**src/rtl/pser_pkg.sv**
```systemverilog
package pser_pkg;

    typedef enum logic {
        CAP_SINGLE = 1'b0,
        CAP_DOUBLE = 1'b1
    } cap_mode_e;

endpackage

```
**src/rtl/pser_capture.sv**
```systemverilog
module pser_capture
    import pser_pkg::*;
#(
    parameter int WORD_W = 4
) (
    input  logic              clk,
    input  logic              rst_n,
    input  logic              pin_clk,
    input  logic [WORD_W-1:0] pin_data,
    input  cap_mode_e         cap_mode,
    output logic [WORD_W-1:0] word_o
);

    typedef struct packed {
        logic              smp_now;
        logic              smp_old;
        logic [WORD_W-1:0] dat;
        logic [WORD_W-1:0] hold;
    } cap_st_t;

    cap_st_t st_d, st_q;
    logic    edge_up, edge_down, take;

    always_comb begin
        st_d      = st_q;
        edge_up   = st_q.smp_now & ~st_q.smp_old;
        edge_down = ~st_q.smp_now & st_q.smp_old;
        take      = edge_up | (edge_down & (cap_mode == CAP_DOUBLE));
        st_d.smp_now = pin_clk;
        st_d.smp_old = st_q.smp_now;
        st_d.dat     = pin_data;
        if (take) begin
            st_d.hold = st_q.dat;
        end
    end

    always_ff @(posedge clk or negedge rst_n) begin
        if (!rst_n) begin
            st_q <= '0;
        end else begin
            st_q <= st_d;
        end
    end

    assign word_o = st_q.hold;

    // a falling parallel clock never replaces the word in full-rate mode
    p_single_edge_only_r3: assert property (@(posedge clk) disable iff (!rst_n)
        (cap_mode == CAP_SINGLE && edge_down) |=> $stable(word_o));

    // any transition in half-rate mode captures the input seen with it
    p_double_edge_take_r4: assert property (@(posedge clk) disable iff (!rst_n)
        (cap_mode == CAP_DOUBLE && (edge_up || edge_down)) |=> word_o == $past(pin_data, 2));

endmodule

```
**src/rtl/pser_shift.sv**
```systemverilog
module pser_shift #(
    parameter int WORD_W = 4
) (
    input  logic              clk,
    input  logic              rst_n,
    input  logic [WORD_W-1:0] word_i,
    output logic              sdata_o,
    output logic              rclk_o
);

    localparam int              CNT_W = $clog2(WORD_W);
    localparam logic [CNT_W-1:0] LAST = CNT_W'(WORD_W - 1);
    localparam logic [CNT_W-1:0] MID  = CNT_W'(WORD_W / 2 - 1);

    typedef struct packed {
        logic [CNT_W-1:0]  cnt;
        logic [WORD_W-1:0] shreg;
    } sh_st_t;

    sh_st_t st_d, st_q;

    always_comb begin
        st_d     = st_q;
        st_d.cnt = st_q.cnt + 1'b1;
        if (st_q.cnt == LAST) begin
            st_d.shreg = word_i;
        end else begin
            st_d.shreg = {st_q.shreg[WORD_W-2:0], 1'b0};
        end
    end

    always_ff @(posedge clk or negedge rst_n) begin
        if (!rst_n) begin
            st_q <= '0;
        end else begin
            st_q <= st_d;
        end
    end

    assign sdata_o = st_q.shreg[WORD_W-1];
    assign rclk_o  = st_q.cnt[CNT_W-1];

    // the wrap edge puts the captured word's MSB on the line
    p_load_on_wrap_r2: assert property (@(posedge clk) disable iff (!rst_n)
        (st_q.cnt == LAST) |=> sdata_o == $past(word_i[WORD_W-1]));

    // read clock rises at mid-frame
    p_rclk_mid_r5: assert property (@(posedge clk) disable iff (!rst_n)
        (st_q.cnt == MID) |=> $rose(rclk_o));

endmodule

```
**src/rtl/pser_outsel.sv**
```systemverilog
module pser_outsel (
    input  logic ser_clk,
    input  logic ser_clk_en,
    input  logic ser_bit,
    input  logic rd_clk,
    input  logic lb_on,
    input  logic lb_data_sel,
    output logic ser_clk_o,
    output logic aux_o
);

    always_comb begin
        ser_clk_o = ser_clk & ser_clk_en;
        if (!lb_on) begin
            aux_o = 1'b0;
        end else if (lb_data_sel) begin
            aux_o = ser_bit;
        end else begin
            aux_o = rd_clk;
        end
    end

endmodule

```
**src/rtl/pser_tx.sv**
```systemverilog
module pser_tx
    import pser_pkg::*;
#(
    parameter int WORD_W = 4
) (
    input  logic              clk_ser,
    input  logic              rst_n,
    input  logic              pclk_in,
    input  logic [WORD_W-1:0] pdata_in,
    input  logic [1:0]        mode_in,
    input  logic              lb_en,
    input  logic              lb_pwr,
    output logic              sdata_out,
    output logic              sclk_out,
    output logic              rclk_out,
    output logic              aux_out
);

    logic [WORD_W-1:0] cap_word;
    cap_mode_e         cap_mode;

    assign cap_mode = cap_mode_e'(mode_in[1]);

    pser_capture #(.WORD_W(WORD_W)) u_cap (
        .clk      (clk_ser),
        .rst_n    (rst_n),
        .pin_clk  (pclk_in),
        .pin_data (pdata_in),
        .cap_mode (cap_mode),
        .word_o   (cap_word)
    );

    pser_shift #(.WORD_W(WORD_W)) u_sh (
        .clk     (clk_ser),
        .rst_n   (rst_n),
        .word_i  (cap_word),
        .sdata_o (sdata_out),
        .rclk_o  (rclk_out)
    );

    pser_outsel u_out (
        .ser_clk     (clk_ser),
        .ser_clk_en  (mode_in[0]),
        .ser_bit     (sdata_out),
        .rd_clk      (rclk_out),
        .lb_on       (lb_pwr),
        .lb_data_sel (lb_en),
        .ser_clk_o   (sclk_out),
        .aux_o       (aux_out)
    );

    // powered-down loopback output stays low
    p_aux_off_r7: assert property (@(posedge clk_ser) disable iff (!rst_n)
        !lb_pwr |-> !aux_out);

    // enabled loopback copies the serial stream
    p_aux_data_r8: assert property (@(posedge clk_ser) disable iff (!rst_n)
        (lb_pwr && lb_en) |-> aux_out == sdata_out);

    // loopback in clock mode follows the read clock
    p_aux_clk_r9: assert property (@(posedge clk_ser) disable iff (!rst_n)
        (lb_pwr && !lb_en) |-> aux_out == rclk_out);

endmodule

```
**config.mk**
```make
export PLATFORM = sky130hd
export DESIGN_NAME = pser_tx
export DESIGN_NICKNAME = d
export VERILOG_FILES = /design/src/rtl/pser_pkg.sv /design/src/rtl/pser_capture.sv /design/src/rtl/pser_shift.sv /design/src/rtl/pser_outsel.sv /design/src/rtl/pser_tx.sv
export SDC_FILE = /design/constraint.sdc
export NUM_CORES = 1
export LEC_CHECK = 0
export BUFFER_PORTS_ARGS = -buffer_cell sky130_fd_sc_hd__buf_2
export CAP_MARGIN = 20
export CORE_MARGIN = 10
export CORE_UTILIZATION = 40
export CTS_CLUSTER_SIZE = 24
export DETAILED_ROUTE_END_ITERATION = 8
export HOLD_SLACK_MARGIN = 0.05
export PLACE_DENSITY = 0.66
export SYNTH_ARGS = -nofsm -noshare
export SYNTH_HDL_FRONTEND = slang
export SYNTH_SLANG_ARGS = --single-unit
export TNS_END_PERCENT = 30
```
**constraint.sdc**
```tcl
create_clock -name clk_ser -period 1.1 [get_ports clk_ser]
set_input_delay 0.055 -clock clk_ser [delete_from_list [all_inputs] [get_ports clk_ser]]
set_output_delay 0.055 -clock clk_ser [all_outputs]
set_load 0.02 [all_outputs]
```
# Yosys cells after proc, flatten, opt, wreduce, memory -nomap -nowiden
# Cells that the tools add are included.
[op_classes]
eq_ne = 1
muxes = 3
bitwise = 7
addsub = 1
[op_table]
columns = ["operator", "count"]
rows = [
  ["bitwise AND 1 bit", 4],
  ["two-way mux 4 bit", 1],
  ["adder 2 x 1 -> 2 bit, second input constant", 1],
  ["equality test 2 bit, second input constant", 1],
  ["two-way mux 1 bit", 2],
  ["NOT 1 bit", 2],
  ["OR 1 bit", 1],
]
[word_totals]
output_inout_bits = 4
register_bits = 16
wordCells = 18

# Longest topological paths before layout
[logic_depth]
ltp_word = 4
depth_mapped = 3
mapped_depth_nobuf = 3

# Modules after synthesis
# A second synthesis with hierarchy kept.
[hier_totals]
hier_cells = 35
hier_area_um2 = 569.3
[modules_own_cells]
columns = ["mod", "n_inst", "cells_per_inst", "area_each_um2"]
rows = [
  ["pser_capture", 1, 20, 339.1],
  ["pser_shift", 1, 12, 207.7],
  ["pser_outsel", 1, 3, 22.5],
]

==> metrics.txt <==
share of cells above drive strength 1=0.542; Max-Cap Viols=0; die area=3210 sq um; final WL=992 um; Mean Syn Cell Area=17.4 sq um; Pre-antenna DRT Iters=4; gpl congestion=0.718; vias per cell=4.69; Die Width=56.7 um; first-pass GRT wire length=1570 um; GRT Residual Overflow=0; Tmin final=1.21 ns; yosys warns=0; status=complete, but fails checks; skew final=0.00637 ns; largest net degree at the start of global routing=17; CTS tree=yes; Final WS setup=-0.106 ns; total power=1.28 mW; Starting Density=0.419; clk_lat worst skew=0.39 ns; Slew HR=0.781; number of global-route vias before repair=400; CP Capture Type=output pin; Slew @ Worst Pin=0.328 ns; ant diodes=0; WP data arrival=1.15 ns; Area Growth Syn to Fin=43.5%; detailed-route DRC error count=0; Vias=347; fmax=0.829 GHz; failing checks=negative setup slack; Mapped Cells=31; Critical Setup Path Class=reg -> out; hold_ws=0.0898 ns; synth unique cells=9; Net Count, Synth=43; Post-Layout Cell Count=74; final setup fails=8; worst slack, placed=-0.0387 ns; core area=1280 sq um; Worst-path clk slew=0.08 ns; io pins=15; initial antenna violation count=0; number of synthesized register bits=16; DR iter-0 viols=9; post-route ant nets=0; final hold viol count=0; register area share after synthesis=0.744; Lkg Pwr=0.374 nW; Power Density=1660 nW/um^2; cell area after synthesis=538 sq um; final core occ=0.601; WL per Instance=13.4 um; nets@finish=72; worst path required time=1.04 ns; Hold Path Class=in -> async; dpl cells=60; Die Ht=56.7 um; Tot GR Track Use=0.0661; Final Slew Violations=0; PortBufs=14; period utilisation layout=1.10; worst-path fanout max=3; type of origin of the critical path=flip-flop; row cnt=13; most frequent cells in the layout=15 x dfrtp_1, 14 x buf_2, 6 x mux2_2, 6 x clkbuf_4, 6 x dlygate4sd3_1; commonest non-fill, non-tap cell in the layout=dfrtp_1; Max VDD drop=979 uV; RSZ-0062 raised after global routing=yes
-- Yosys cell counts --
master	count	area [sq um]
nor2b_1	1	6.26
a21oi_1	1	5.00
and2_1	2	12.5
mux2_2	7	78.8
a21oi_2	1	8.76
ha_1	1	12.5
inv_1	1	3.75
mux2i_1	1	10.0
dfrtp_1	16	400
-- what timing repair did --
| item | in CTS | in global routing |
|---|---|---|
| setup endpoints to repair | 6 | 9 |
| pin swaps | 0 | 0 |
| buffers inserted | 1 | 0 |
| hold buffers | 6 | 0 |
| gates resized for setup | 2 | 3 |
| endpoints found under the hold margin | 21 | 0 |
| cloned | 0 | 0 |
-- critical path, cell delays in order, from the launching register on --
cell and delay [ns]:
dfrtp_2 0.42, mux2i_1 0.13, nor2b_1 0.06, buf_2 0.15
-- sequential cells by signal (all words and copies together), names as in the netlist --
name,cells
u_cap.st_q,5
u_cap.word_o,4
u_sh.st_q,4
u_cap.st_d,1
u_sh.rclk_o,1
u_sh.sdata_o,1
-- area by class of cell --
class	instances	area, sq um
Fill cell	106	513
Sequential cell	16	402
Multi-Input combinational cell	14	161
Timing Repair Buffer	20	133
Clock buffer	8	53.8
Tap cell	15	18.8
Inverter	1	3.75
-- metrics by stage --
stage	TNS (ns)	instance area (sq um)
detailed placement	-0.135	628
global route	-0.612	772
floorplan	0	539
finish	-0.285	772
CTS	-0.322	757
global placement	-0.00117	628
-- metal layers --
layer  track usage  vias to the layer above  part of all wire
li1              -                      159                 -
met2        0.0956                       15              0.49
met5             0                        -                 0
met1        0.0553                      167              0.38
met4        0.0997                        0             0.045
met3        0.0292                        6             0.081
-- power breakdown --
part	switching (mW)	internal (mW)	total, mW
sequential	0.0216	0.632	0.654
combinational	0.0454	0.0659	0.111
clock	0.233	0.284	0.517
total	0.300	0.982	1.28
-- worst paths after layout --
path / start / to / slack (ns) / cells after the start
max: u_sh.rclk_o / aux_out / -0.11 / 3
min: rst_n / u_cap.word_o[1] / 0.09 / 2
max reg2reg: u_cap.st_q[8] / u_cap.word_o[3] / -0.05 / 3
min reg2reg: u_cap.st_q[5] / u_cap.word_o[1] / 0.48 / 1
max in group asynchronous: rst_n / u_sh.rclk_o / 0.75 / 2
min in group clk_ser: mode_in[1] / u_cap.word_o[1] / 0.20 / 4
-- cells by family (layout without fill, tap and decap cells) --
family          count (synthesis)  count (layout)  synth area share
simple gates                    3               3            0.0349
buf+inv                         1              29           0.00697
compound gates                  2               2            0.0256
flops                          16              16             0.744
mux                             8               8             0.165
fa+ha+maj                       1               1            0.0233
No activity file was read; power rests on OpenSTA's default activity.
